--- config.mk ---
export PLATFORM = sky130hd
export DESIGN_NAME = pxtg_top
export DESIGN_NICKNAME = d
export VERILOG_FILES = /design/src/rtl/pxtg_pkg.sv /design/src/rtl/pxtg_regs.sv /design/src/rtl/pxtg_counters.sv /design/src/rtl/pxtg_window.sv /design/src/rtl/pxtg_top.sv
export SDC_FILE = /design/constraint.sdc
export NUM_CORES = 1
export LEC_CHECK = 0
export BUFFER_PORTS_ARGS = -buffer_cell sky130_fd_sc_hd__clkbuf_2
export CAP_MARGIN = 25
export CORE_MARGIN = 4
export CORE_UTILIZATION = 47
export CTS_BUF_LIST = sky130_fd_sc_hd__clkbuf_8
export CTS_CLUSTER_DIAMETER = 200
export DETAILED_ROUTE_END_ITERATION = 7
export PLACE_DENSITY = 0.66
export SYNTH_ARGS = -nofsm -noshare
export SYNTH_HDL_FRONTEND = slang
export SYNTH_SLANG_ARGS = --single-unit
--- constraint.sdc ---
create_clock -name clk -period 3.34 [get_ports clk]
set_clock_uncertainty 0.15 [all_clocks]
set_input_delay 0.501 -clock clk [delete_from_list [all_inputs] [get_ports clk]]
set_output_delay 0.501 -clock clk [all_outputs]
set_load 0.03 [all_outputs]
--- src/rtl/pxtg_pkg.sv ---
package pxtg_pkg;

   typedef enum logic [3:0] {
      A_HCTL  = 4'd0,
      A_VPER  = 4'd1,
      A_VSW   = 4'd2,
      A_DISPH = 4'd3,
      A_DVS   = 4'd4,
      A_DVE   = 4'd5,
      A_ACTH  = 4'd6,
      A_AVS   = 4'd7,
      A_AVE   = 4'd8,
      A_SKEW  = 4'd9,
      A_POL   = 4'd10,
      A_BORD  = 4'd11,
      A_UFCOL = 4'd12,
      A_CNTEN = 4'd13,
      A_TGEN  = 4'd14
   } reg_addr_e;

   localparam int ADDR_W     = 4;
   localparam int DATA_W     = 32;
   localparam int HOLD_BIT   = 23;
   localparam int ACT_EN_BIT = 31;
   localparam int HI_LSB     = 16;
   localparam int POL_HS     = 0;
   localparam int POL_VS     = 1;
   localparam int POL_DE     = 2;

endpackage

--- src/rtl/pxtg_regs.sv ---
module pxtg_regs
   import pxtg_pkg::*;
#(
   parameter int H_W   = 15,
   parameter int CNT_W = 23,
   parameter int COL_W = 24
) (
   input  logic              clk,
   input  logic              rst_n,
   input  logic              wr_en,
   input  logic [ADDR_W-1:0] wr_addr,
   input  logic [DATA_W-1:0] wr_data,
   input  logic              frame_load,
   output logic              tg_en,
   output logic [1:0]        cnt_en,
   output logic [CNT_W-1:0]  per,
   output logic [H_W-1:0]    pr_hper,
   output logic [H_W-1:0]    pr_skew,
   output logic [H_W-1:0]    sh_hper,
   output logic [H_W-1:0]    sh_hsw,
   output logic [H_W-1:0]    sh_dhs,
   output logic [H_W-1:0]    sh_dhe,
   output logic [CNT_W-1:0]  sh_vsw,
   output logic [CNT_W-1:0]  sh_dvs,
   output logic [CNT_W-1:0]  sh_dve,
   output logic              sh_ahen,
   output logic [H_W-1:0]    sh_ahs,
   output logic [H_W-1:0]    sh_ahe,
   output logic              sh_aven,
   output logic [CNT_W-1:0]  sh_avs,
   output logic [CNT_W-1:0]  sh_ave,
   output logic [2:0]        sh_pol,
   output logic [COL_W-1:0]  sh_bord,
   output logic [COL_W-1:0]  sh_uf
);

   logic [H_W-1:0]   p_hsw, p_dhs, p_dhe, p_ahs, p_ahe;
   logic [CNT_W-1:0] p_vsw, p_dvs, p_dve, p_avs, p_ave;
   logic             p_ahen, p_aven;
   logic [2:0]       p_pol;
   logic [COL_W-1:0] p_bord, p_uf;
   logic             unused_wr_bits;

   assign unused_wr_bits = ^wr_data;

   always_ff @(posedge clk or negedge rst_n) begin
      if (!rst_n) begin
         tg_en   <= 1'b0;
         cnt_en  <= '0;
         per     <= '0;
         pr_hper <= '0;
         pr_skew <= '0;
         p_hsw   <= '0;
         p_dhs   <= '0;
         p_dhe   <= '0;
         p_vsw   <= '0;
         p_dvs   <= '0;
         p_dve   <= '0;
         p_ahen  <= 1'b0;
         p_ahs   <= '0;
         p_ahe   <= '0;
         p_aven  <= 1'b0;
         p_avs   <= '0;
         p_ave   <= '0;
         p_pol   <= '0;
         p_bord  <= '0;
         p_uf    <= '0;
      end else if (wr_en) begin
         case (wr_addr)
            A_HCTL: begin
               pr_hper <= wr_data[HI_LSB +: H_W];
               p_hsw   <= wr_data[0 +: H_W];
            end
            A_VPER:  if (!wr_data[HOLD_BIT]) per <= wr_data[CNT_W-1:0];
            A_VSW:   p_vsw <= wr_data[CNT_W-1:0];
            A_DISPH: begin
               p_dhs <= wr_data[0 +: H_W];
               p_dhe <= wr_data[HI_LSB +: H_W];
            end
            A_DVS:   p_dvs <= wr_data[CNT_W-1:0];
            A_DVE:   p_dve <= wr_data[CNT_W-1:0];
            A_ACTH: begin
               p_ahen <= wr_data[ACT_EN_BIT];
               p_ahs  <= wr_data[0 +: H_W];
               p_ahe  <= wr_data[HI_LSB +: H_W];
            end
            A_AVS: begin
               p_aven <= wr_data[ACT_EN_BIT];
               p_avs  <= wr_data[CNT_W-1:0];
            end
            A_AVE:   p_ave   <= wr_data[CNT_W-1:0];
            A_SKEW:  pr_skew <= wr_data[0 +: H_W];
            A_POL:   p_pol   <= wr_data[2:0];
            A_BORD:  p_bord  <= wr_data[COL_W-1:0];
            A_UFCOL: p_uf    <= wr_data[COL_W-1:0];
            A_CNTEN: cnt_en  <= wr_data[1:0];
            A_TGEN:  tg_en   <= wr_data[0];
            default: ;
         endcase
      end
   end

   // working copies, refreshed only at a frame boundary or while idle
   always_ff @(posedge clk or negedge rst_n) begin
      if (!rst_n) begin
         sh_hper <= '0;
         sh_hsw  <= '0;
         sh_dhs  <= '0;
         sh_dhe  <= '0;
         sh_vsw  <= '0;
         sh_dvs  <= '0;
         sh_dve  <= '0;
         sh_ahen <= 1'b0;
         sh_ahs  <= '0;
         sh_ahe  <= '0;
         sh_aven <= 1'b0;
         sh_avs  <= '0;
         sh_ave  <= '0;
         sh_pol  <= '0;
         sh_bord <= '0;
         sh_uf   <= '0;
      end else if (frame_load) begin
         sh_hper <= pr_hper;
         sh_hsw  <= p_hsw;
         sh_dhs  <= p_dhs;
         sh_dhe  <= p_dhe;
         sh_vsw  <= p_vsw;
         sh_dvs  <= p_dvs;
         sh_dve  <= p_dve;
         sh_ahen <= p_ahen;
         sh_ahs  <= p_ahs;
         sh_ahe  <= p_ahe;
         sh_aven <= p_aven;
         sh_avs  <= p_avs;
         sh_ave  <= p_ave;
         sh_pol  <= p_pol;
         sh_bord <= p_bord;
         sh_uf   <= p_uf;
      end
   end


   hold_bit_chk: assert property (@(posedge clk) disable iff (!rst_n)
      (wr_en && wr_addr == A_VPER && wr_data[HOLD_BIT]) |=> $stable(per));


   shadow_frozen_chk: assert property (@(posedge clk) disable iff (!rst_n)
      !frame_load |=> $stable({sh_hper, sh_hsw, sh_dhs, sh_dhe, sh_vsw, sh_dvs,
                               sh_dve, sh_ahen, sh_ahs, sh_ahe, sh_aven, sh_avs,
                               sh_ave, sh_pol, sh_bord, sh_uf}));

endmodule

--- src/rtl/pxtg_counters.sv ---
module pxtg_counters #(
   parameter int H_W    = 15,
   parameter int CNT_W  = 23,
   parameter int LINE_W = 16
) (
   input  logic              clk,
   input  logic              rst_n,
   input  logic              tg_en,
   input  logic              count_frames,
   input  logic [CNT_W-1:0]  per,
   input  logic [H_W-1:0]    sh_hper,
   input  logic [H_W-1:0]    pr_hper,
   input  logic [H_W-1:0]    pr_skew,
   output logic [CNT_W-1:0]  fcnt,
   output logic [H_W-1:0]    hcnt,
   output logic [LINE_W-1:0] line_q,
   output logic [LINE_W-1:0] frames_q,
   output logic              frame_load,
   output logic              frame_start
);

   logic [CNT_W:0] f_inc;
   logic [H_W:0]   h_inc;
   logic           f_wrap, h_wrap;
   logic [H_W-1:0] h_reload;

   assign f_inc       = {1'b0, fcnt} + 1'b1;
   assign h_inc       = {1'b0, hcnt} + 1'b1;
   assign f_wrap      = f_inc >= {1'b0, per};
   assign h_wrap      = h_inc >= {1'b0, sh_hper};
   assign h_reload    = (pr_skew == '0) ? '0 : (pr_hper - pr_skew);
   assign frame_load  = !tg_en || f_wrap;
   assign frame_start = tg_en && (fcnt == '0);

   always_ff @(posedge clk or negedge rst_n) begin
      if (!rst_n) begin
         fcnt     <= '0;
         hcnt     <= '0;
         line_q   <= '0;
         frames_q <= '0;
      end else if (!tg_en) begin
         fcnt     <= '0;
         hcnt     <= h_reload;
         line_q   <= '0;
         frames_q <= '0;
      end else if (f_wrap) begin
         fcnt   <= '0;
         hcnt   <= h_reload;
         line_q <= '0;
         if (count_frames) frames_q <= frames_q + 1'b1;
      end else begin
         fcnt <= f_inc[CNT_W-1:0];
         if (h_wrap) begin
            hcnt   <= '0;
            line_q <= line_q + 1'b1;
         end else begin
            hcnt <= h_inc[H_W-1:0];
         end
      end
   end


   frame_step_chk: assert property (@(posedge clk) disable iff (!rst_n)
      tg_en |=> (fcnt == '0 || fcnt == $past(fcnt) + CNT_W'(1)));


   line_clear_chk: assert property (@(posedge clk) disable iff (!rst_n)
      (tg_en && f_wrap) |=> (line_q == '0 && hcnt == $past(h_reload)));

endmodule

--- src/rtl/pxtg_window.sv ---
module pxtg_window
   import pxtg_pkg::*;
#(
   parameter int H_W        = 15,
   parameter int CNT_W      = 23,
   parameter int COL_W      = 24,
   parameter bit HAS_SUBWIN = 1'b1
) (
   input  logic              clk,
   input  logic              rst_n,
   input  logic              tg_en,
   input  logic [CNT_W-1:0]  fcnt,
   input  logic [H_W-1:0]    hcnt,
   input  logic [H_W-1:0]    sh_hsw,
   input  logic [H_W-1:0]    sh_dhs,
   input  logic [H_W-1:0]    sh_dhe,
   input  logic [CNT_W-1:0]  sh_vsw,
   input  logic [CNT_W-1:0]  sh_dvs,
   input  logic [CNT_W-1:0]  sh_dve,
   input  logic              sh_ahen,
   input  logic [H_W-1:0]    sh_ahs,
   input  logic [H_W-1:0]    sh_ahe,
   input  logic              sh_aven,
   input  logic [CNT_W-1:0]  sh_avs,
   input  logic [CNT_W-1:0]  sh_ave,
   input  logic [2:0]        sh_pol,
   input  logic [COL_W-1:0]  sh_bord,
   input  logic [COL_W-1:0]  sh_uf,
   input  logic [COL_W-1:0]  pix_in,
   input  logic              pix_valid,
   output logic              hsync,
   output logic              vsync,
   output logic              de,
   output logic              pix_req,
   output logic [COL_W-1:0]  pix_out,
   output logic              underflow
);

   logic hs_raw, vs_raw, in_h, in_v, disp, act_ok;

   assign hs_raw = tg_en && (hcnt < sh_hsw);
   assign vs_raw = tg_en && (fcnt < sh_vsw);
   assign in_h   = (hcnt >= sh_dhs) && (hcnt <= sh_dhe);
   assign in_v   = (fcnt >= sh_dvs) && (fcnt <= sh_dve);
   assign disp   = tg_en && in_h && in_v;

   generate
      if (HAS_SUBWIN) begin : g_subwin
         logic h_ok, v_ok;
         assign h_ok   = !sh_ahen || ((hcnt >= sh_ahs) && (hcnt <= sh_ahe));
         assign v_ok   = !sh_aven || ((fcnt >= sh_avs) && (fcnt <= sh_ave));
         assign act_ok = h_ok && v_ok;
      end else begin : g_full
         logic unused_subwin;
         assign unused_subwin = ^{sh_ahen, sh_ahs, sh_ahe, sh_aven, sh_avs, sh_ave};
         assign act_ok = 1'b1;
      end
   endgenerate

   always_comb begin
      if (!disp)          pix_out = '0;
      else if (!act_ok)   pix_out = sh_bord;
      else if (pix_valid) pix_out = pix_in;
      else                pix_out = sh_uf;
   end

   assign pix_req   = disp && act_ok;
   assign underflow = pix_req && !pix_valid;
   assign hsync     = hs_raw ^ sh_pol[POL_HS];
   assign vsync     = vs_raw ^ sh_pol[POL_VS];
   assign de        = disp ^ sh_pol[POL_DE];


   uf_colour_chk: assert property (@(posedge clk) disable iff (!rst_n)
      underflow |-> (pix_out == sh_uf && !pix_valid));

endmodule

--- src/rtl/pxtg_top.sv ---
module pxtg_top
   import pxtg_pkg::*;
#(
   parameter int H_W        = 15,
   parameter int CNT_W      = 23,
   parameter int COL_W      = 24,
   parameter int LINE_W     = 16,
   parameter bit HAS_SUBWIN = 1'b1
) (
   input  logic              clk,
   input  logic              rst_n,
   input  logic              wr_en,
   input  logic [3:0]        wr_addr,
   input  logic [31:0]       wr_data,
   input  logic [COL_W-1:0]  pix_in,
   input  logic              pix_valid,
   output logic              hsync,
   output logic              vsync,
   output logic              de,
   output logic              pix_req,
   output logic [COL_W-1:0]  pix_out,
   output logic              underflow,
   output logic              frame_start,
   output logic [LINE_W-1:0] line_count,
   output logic [LINE_W-1:0] frame_count
);

   generate
      if (H_W < 2 || H_W > 15) begin : g_bad_hw
         $error("pxtg_top: H_W must lie in 2..15");
      end
      if (CNT_W < H_W || CNT_W > HOLD_BIT) begin : g_bad_cw
         $error("pxtg_top: CNT_W must lie in H_W..23");
      end
      if (COL_W < 1 || COL_W > DATA_W) begin : g_bad_col
         $error("pxtg_top: COL_W must lie in 1..32");
      end
      if (LINE_W < 2 || LINE_W > 32) begin : g_bad_line
         $error("pxtg_top: LINE_W must lie in 2..32");
      end
   endgenerate

   logic              tg_en, frame_load;
   logic [1:0]        cnt_en;
   logic [CNT_W-1:0]  per, fcnt;
   logic [H_W-1:0]    pr_hper, pr_skew, hcnt;
   logic [H_W-1:0]    sh_hper, sh_hsw, sh_dhs, sh_dhe, sh_ahs, sh_ahe;
   logic [CNT_W-1:0]  sh_vsw, sh_dvs, sh_dve, sh_avs, sh_ave;
   logic              sh_ahen, sh_aven;
   logic [2:0]        sh_pol;
   logic [COL_W-1:0]  sh_bord, sh_uf;
   logic [LINE_W-1:0] line_q;

   pxtg_regs #(.H_W(H_W), .CNT_W(CNT_W), .COL_W(COL_W)) u_regs (
      .clk(clk), .rst_n(rst_n), .wr_en(wr_en), .wr_addr(wr_addr),
      .wr_data(wr_data), .frame_load(frame_load), .tg_en(tg_en),
      .cnt_en(cnt_en), .per(per), .pr_hper(pr_hper), .pr_skew(pr_skew),
      .sh_hper(sh_hper), .sh_hsw(sh_hsw), .sh_dhs(sh_dhs), .sh_dhe(sh_dhe),
      .sh_vsw(sh_vsw), .sh_dvs(sh_dvs), .sh_dve(sh_dve), .sh_ahen(sh_ahen),
      .sh_ahs(sh_ahs), .sh_ahe(sh_ahe), .sh_aven(sh_aven), .sh_avs(sh_avs),
      .sh_ave(sh_ave), .sh_pol(sh_pol), .sh_bord(sh_bord), .sh_uf(sh_uf)
   );

   pxtg_counters #(.H_W(H_W), .CNT_W(CNT_W), .LINE_W(LINE_W)) u_cnt (
      .clk(clk), .rst_n(rst_n), .tg_en(tg_en), .count_frames(cnt_en[1]),
      .per(per), .sh_hper(sh_hper), .pr_hper(pr_hper), .pr_skew(pr_skew),
      .fcnt(fcnt), .hcnt(hcnt), .line_q(line_q), .frames_q(frame_count),
      .frame_load(frame_load), .frame_start(frame_start)
   );

   pxtg_window #(.H_W(H_W), .CNT_W(CNT_W), .COL_W(COL_W),
                 .HAS_SUBWIN(HAS_SUBWIN)) u_win (
      .clk(clk), .rst_n(rst_n), .tg_en(tg_en), .fcnt(fcnt), .hcnt(hcnt),
      .sh_hsw(sh_hsw), .sh_dhs(sh_dhs), .sh_dhe(sh_dhe), .sh_vsw(sh_vsw),
      .sh_dvs(sh_dvs), .sh_dve(sh_dve), .sh_ahen(sh_ahen), .sh_ahs(sh_ahs),
      .sh_ahe(sh_ahe), .sh_aven(sh_aven), .sh_avs(sh_avs), .sh_ave(sh_ave),
      .sh_pol(sh_pol), .sh_bord(sh_bord), .sh_uf(sh_uf), .pix_in(pix_in),
      .pix_valid(pix_valid), .hsync(hsync), .vsync(vsync), .de(de),
      .pix_req(pix_req), .pix_out(pix_out), .underflow(underflow)
   );

   assign line_count = cnt_en[0] ? line_q : '0;


   idle_out_chk: assert property (@(posedge clk) disable iff (!rst_n)
      !tg_en |-> (!pix_req && pix_out == '0 && !frame_start && !underflow));


   line_at_start_chk: assert property (@(posedge clk) disable iff (!rst_n)
      frame_start |-> (line_count == '0));

endmodule

# After elaboration in Yosys (flattened, before gate mapping)
# Cells that the tools add are included.
# W data, S select, Z words.
# totals
reg_bits,627
input_bits,64
out_inout_bits,62
elab_cells,132
# classes
addsub,5
magnitude_cmp,12
n_eq_ne,17
muxes,16
n_bitwise,4
n_reduce_logical,38
# op_table
cell,count
$mux W16,7
$mux W24,3
$mux W15,4
$ge A23 B23 Y1,2
$le A23 B23 Y1,2
$mux W23,2
$add A16 B1 Y16 const B,2
$ge A15 B15 Y1,2
$le A15 B15 Y1,2
$reduce_and A2 Y1,15
$eq A4 B4 Y1 const B,7
$add A23 B1 Y24 const B,1
$ge A24 B23 Y1,1
$logic_not A23 Y1,1
$lt A23 B23 Y1,1
$add A15 B1 Y16 const B,1
$eq A4 B3 Y1 const B,4
$ge A16 B15 Y1,1
$logic_not A15 Y1,1
$lt A15 B15 Y1,1
$sub A15 B15 Y15,1
$logic_and A1 B1 Y1,12
$eq A4 B2 Y1 const B,2
$eq A4 B1 Y1 const B,1
9 further kinds,16

# Depth between registers and ports, before layout
# depth
ltp_word,6
depth_mapped,18
depth_no_buf,16

# By module
# A second synthesis with hierarchy kept.
# unflattened
cells_unflattened,2630
hier_area_um2,31850.5
# by_module_without_submodules
module,n_inst,cells_each,area_per_inst_um2,seq_area_each_um2
pxtg_regs,1,1218,20756.2,13938.4
pxtg_window,1,773,5586.6,0.0
pxtg_counters,1,622,5381.4,1751.7
pxtg_top,1,17,126.4,0.0

# Worst setup path after synthesis
# Ideal clock, no wire load.
# synth_path
path_type,reg2out
start,register u_cnt.fcnt[14]
end,output underflow
t_arrival_ps,3134
required_ps,2689
slack_ps,-445
path_stages_with_launch,11
path_buffers,1
cell_sequence,dfrtp_1 > ha_1 > nand3_1 > nor3_1 > o31ai_1 > a31oi_1 > o21ai_0 > a21o_1 > a2111o_1 > clkbuf_1 > nor4_1
# synth_between
elab_chain_cells,6
elab_cells_between_ends,11
cone_classes,order compare: 4; reduce/logical: 7
# synth_lines
item,line_no,text
"start, declared",pxtg_counters.sv:14,"output logic [CNT_W-1:0] fcnt,"
"start signal, assigned",pxtg_counters.sv:52,fcnt <= f_inc[CNT_W-1:0];
$ge A23 B23 Y1 or $le A23 B23 Y1 (tied branches),pxtg_window.sv:51,assign v_ok = !sh_aven || ((fcnt >= sh_avs) && (fcnt <= sh_ave));
$logic_and A1 B1 Y1,pxtg_window.sv:51,
$logic_or A1 B1 Y1,pxtg_window.sv:51,
$logic_and A1 B1 Y1,pxtg_window.sv:52,assign act_ok = h_ok && v_ok;
$logic_and A1 B1 Y1 *,pxtg_window.sv:67,assign pix_req = disp && act_ok;
$logic_and A1 B1 Y1 *,pxtg_window.sv:68,assign underflow = pix_req && !pix_valid;
"end, declared",pxtg_top.sv:22,"output logic underflow,"
# Every way passes the cells marked *; elsewhere a longest branch is shown, timed or not.

# Final worst setup path
# layout_path
start,register u_cnt.fcnt[8]
end,register u_regs.sh_dve[11]
# layout_between
elab_chain_cells,3
# layout_lines
item,line_no,text
$add A23 B1 Y24,pxtg_counters.sv:27,"assign f_inc = {1'b0, fcnt} + 1'b1;"
$ge A24 B23 Y1,pxtg_counters.sv:29,"assign f_wrap = f_inc >= {1'b0, per};"
$logic_or A1 B1 Y1,pxtg_counters.sv:32,assign frame_load = !tg_en || f_wrap;
"end signal, assigned",pxtg_regs.sv:129,sh_dve <= p_dve;
"end, declared",pxtg_regs.sv:25,"output logic [CNT_W-1:0] sh_dve,"
# No other way between the ends.
# A chain may end at the register's enable or synchronous reset.

==> flow_summary_export.csv <==
group,metric,value,unit
status,outcome,"complete, but fails checks",
status,violations,"setup timing",
layout,fin_area,0.0419,mm²
drt,drt_wl_total,99700,µm
clocking,htreeDepth,3,
setup_path,path_max_fanout,8,
setup_path,cp-endpoint,"u_regs.sh_dve[11]",
synth,synth_compound_area_frac,0.0989,
drt,wl_per_cell,22.9,µm
synth,avgSynthCellArea,10.6,µm²
clocking,cts_made_buffers,106,
synth,synth_top_family_by_area,"multiplexers",
synth,ys_seq_area_frac,0.507,
synth,synthMuxAreaShare,0.115,
die,io_pins,126,
power,p_per_area,850,mW/mm²
placement,placedInstanceArea,0.0346,mm²
placement,dp_cells,4011,
die,die_area,0.0700,mm²
clocking,path_clk_slew,0.06,ns
setup_path,crit_path_end_kind,"flop",
clocking,worstSkewPairLatency,0.72,ns
die,die_w,265,µm
synth,synth_nets,3241,
sta,grt_setup_unrepaired,"yes",
layout,fin_nets,3733,
power,ir_drop,0.535,mV
placement,gp_congestion,0.898,
sta,setup_viol,358,
setup_path,r2r_cells,22,
placement,dp_slack,-0.538,ns
sta,post-route-min-period,4.37,ns
clocking,cts-root-buf,"clkbuf_8",
synth,syn_area,0.0309,mm²
sta,finalWorstSetupSlack,-1.03,ns
grt,antenna_found_initial,11,
sta,relSlewSlack,0.395,
drt,vias,24900,
layout,syn_to_final_growth,35.5,%
drt,dr.pass1.iters,6,
die,core,0.0648,mm²
grt,grt_max_degree,112,
synth,ys.warnings.count,0,
job,cap_violations,0,
layout,drive_gt1_frac,0.395,
clocking,clkSinkCount,627,
die,die_height,265,µm
grt,gr-usage-all-layers,0.252,
layout,stdcell_count,4363,
synth,synth-simple-area-share,0.112,
setup_path,required,3.81,ns
placement,hpwl,58500,µm
setup_path,r2r-start,"u_cnt.fcnt[8]",
synth,synthCells,2931,
layout,nFillCells,4730,
synth,synth_ff_type,"dfrtp_1",
grt,grt_pass1_wl,140000,µm
die,initial_utilization,0.477,
synth,synth_edf_count,0,
power,leakagePower,20.4,nW
synth,synthXorXnorAreaFrac,0.0181,
min_path,min_from,"wr_addr[3]",
synth,ys_types,64,
synth,synth_fa_ha_area_frac,0.0998,
synth,ys_seq_elements,627,
clocking,clk_path_buf_depth,3,
sta,worst_pin_slew,0.907,ns
layout,final_common_cell,"dfrtp_1",
grt,grt_pass1_vias,24700,
grt,grt_overflow,0,
power,p_total,35.6,mW
setup_path,crit_path_start_kind,"flop",
placement,io_buffer_count,125,
setup_path,startpoint,"u_cnt.fcnt[8]",
drt,ant_nets,0,
drt,initialDrtViolationCount,1929,
sta,final_hold_viol_count,0,
sta,period_share,1.31,
drt,viasPerCell,5.70,
setup_path,rrSetupSlack,-1.03,ns
sta,slew_viol_final,0,
setup_path,r2r-end,"u_regs.sh_dve[11]",
synth,async_flop_share,1.00,
setup_path,arrival,4.83,ns
sta,max_freq,229,MHz
clocking,cts_tree,"built",
min_path,min_path_type,"in2reg",
setup_path,critPathKind,"reg2reg",
drt,route.detailed.drc,0,
layout,most-common-layout-cells,"dfrtp_1, mux2_2, inv_1",
die,rows,93,
==> final cells by class <==
type / count / area [µm²] / share of cell area
Clock buffer: 136 / 1870 / 0.0447
Timing Repair inverter: 1 / 8.76 / 0.000209
Inverter: 250 / 946 / 0.0226
Multi-Input combinational cell: 1921 / 16000 / 0.383
Sequential cell: 627 / 15700 / 0.375
Clock inverter: 54 / 453 / 0.0108
Tap cell: 855 / 1070 / 0.0255
Antenna cell: 3 / 7.51 / 0.000179
Timing Repair Buffer: 516 / 5790 / 0.138
==> per-layer routing <==
metal | global-route usage | part of all wire
met3 | 0.0438 | 0.063
met5 | 0 | 0.00032
met4 | 0.0947 | 0.046
met1 | 0.330 | 0.40
met2 | 0.421 | 0.49
==> sequential cells by signal, indices dropped and copies added, names as in the netlist, 16 cells and up <==
| signal | count |
|---|---|
| u_regs.p_uf | 24 |
| u_regs.p_dve | 23 |
| u_regs.p_vsw | 23 |
| u_regs.sh_bord | 24 |
| u_cnt.fcnt | 23 |
| u_cnt.line_q | 16 |
| u_regs.sh_ave | 23 |
| u_regs.p_ave | 23 |
| u_regs.p_bord | 24 |
| u_regs.p_avs | 23 |
| u_regs.sh_dve | 23 |
| u_regs.per | 23 |
| u_regs.p_dvs | 23 |
| u_cnt.frames_q | 16 |
| u_regs.sh_vsw | 23 |
| u_regs.sh_uf | 24 |
| u_regs.sh_dvs | 23 |
| u_regs.sh_avs | 23 |
==> critical path, cell delays in order (launching register included) <==
cell and delay (ns):
dfrtp_2 0.42, buf_6 0.13, buf_6 0.08, buf_6 0.08, buf_6 0.08, nand4_1 0.16
inv_1 0.13, and3_4 0.19, and3_4 0.20, and2_4 0.16, nand4_1 0.14, xnor2_1 0.18
ha_1 0.31, nand4_1 0.17, nor3_2 0.28, nand2_1 0.13, o2111ai_4 0.30, and2_4 0.33
buf_12 0.16, buf_12 0.16, clkbuf_16 0.16, nand2_1 0.05, o21ai_0 0.10
==> worst min path at each step <==
stage / end / depth (start not counted)
5_1_grt: u_regs.p_dhe[7] / 2
3_5_place_dp: u_regs.sh_bord[17] / 2
4_1_cts: u_regs.tg_en / 4
3_3_place_gp: u_regs.sh_hsw[0] / 2
2_1_floorplan: u_cnt.fcnt[0] / 0
6_report: u_regs.tg_en / 4
==> metrics by stage <==
step | utilization | TNS (ns) | hold WS, ns
finish | 0.647 | -321.73 | 0.158
global route | 0.647 | -344.71 | 0.141
CTS | 0.600 | -165.80 | 0.0962
detailed placement | 0.534 | -111.11 | 0.306
global placement | 0.534 | -60.74 | 0.299
floorplan | - | -0.852 | 0.0554
==> logic make-up after synthesis <==
group,after synthesis
compound gates,516
mux,319
fa+ha+maj,246
buf+inv,389
xor+xnor,64
flops,627
simple gates,770
==> what timing repair did <==
| item | CTS | global route |
|---|---|---|
| hold buffers | 9 | 0 |
| setup buffers | 41 | 42 |
| endpoints found under the hold margin | 78 | 0 |
| setup endpoints to repair | 358 | 358 |
| gates resized for setup | 246 | 558 |
| pin swaps | 91 | 176 |
| cloned | 20 | 64 |
==> synthesized netlist by cell type, drive strengths merged (4+ instances only) <==
cell type / number / area share
dfrtp: 627 / 0.51
a21o: 42 / 0.010
and2: 41 / 0.0083
a32o: 14 / 0.0045
nor3: 30 / 0.0049
o21ai: 257 / 0.042
inv: 250 / 0.030
a22o: 15 / 0.0042
a31oi: 4 / 0.00081
xor2: 21 / 0.0059
o31ai: 6 / 0.0015
buf: 44 / 0.0071
ha: 245 / 0.099
clkbuf: 95 / 0.012
a211oi: 38 / 0.0092
o21a: 6 / 0.0015
nor3b: 4 / 0.00097
nand4: 40 / 0.0081
nand2b: 8 / 0.0016
nor2b: 11 / 0.0022
nor2: 71 / 0.0088
nor4: 12 / 0.0031
or4: 4 / 0.0011
nand2: 469 / 0.057
mux2i: 32 / 0.010
and4: 7 / 0.0020
nand3b: 10 / 0.0024
nand3: 42 / 0.0072
xnor2: 43 / 0.012
o21bai: 4 / 0.00097
and3: 15 / 0.0031
a21oi: 105 / 0.017
mux2: 287 / 0.10
==> power by group <==
group          total, mW  switching, mW  internal [mW]  leakage (nW)
clock network       7.50           3.24           4.26          1.31
logic               16.6           8.83           7.74          11.3
registers           11.5           1.48           10.1          7.84
total               35.6           13.5           22.1          20.4
Note: power is estimated with default switching activity, not from simulation.
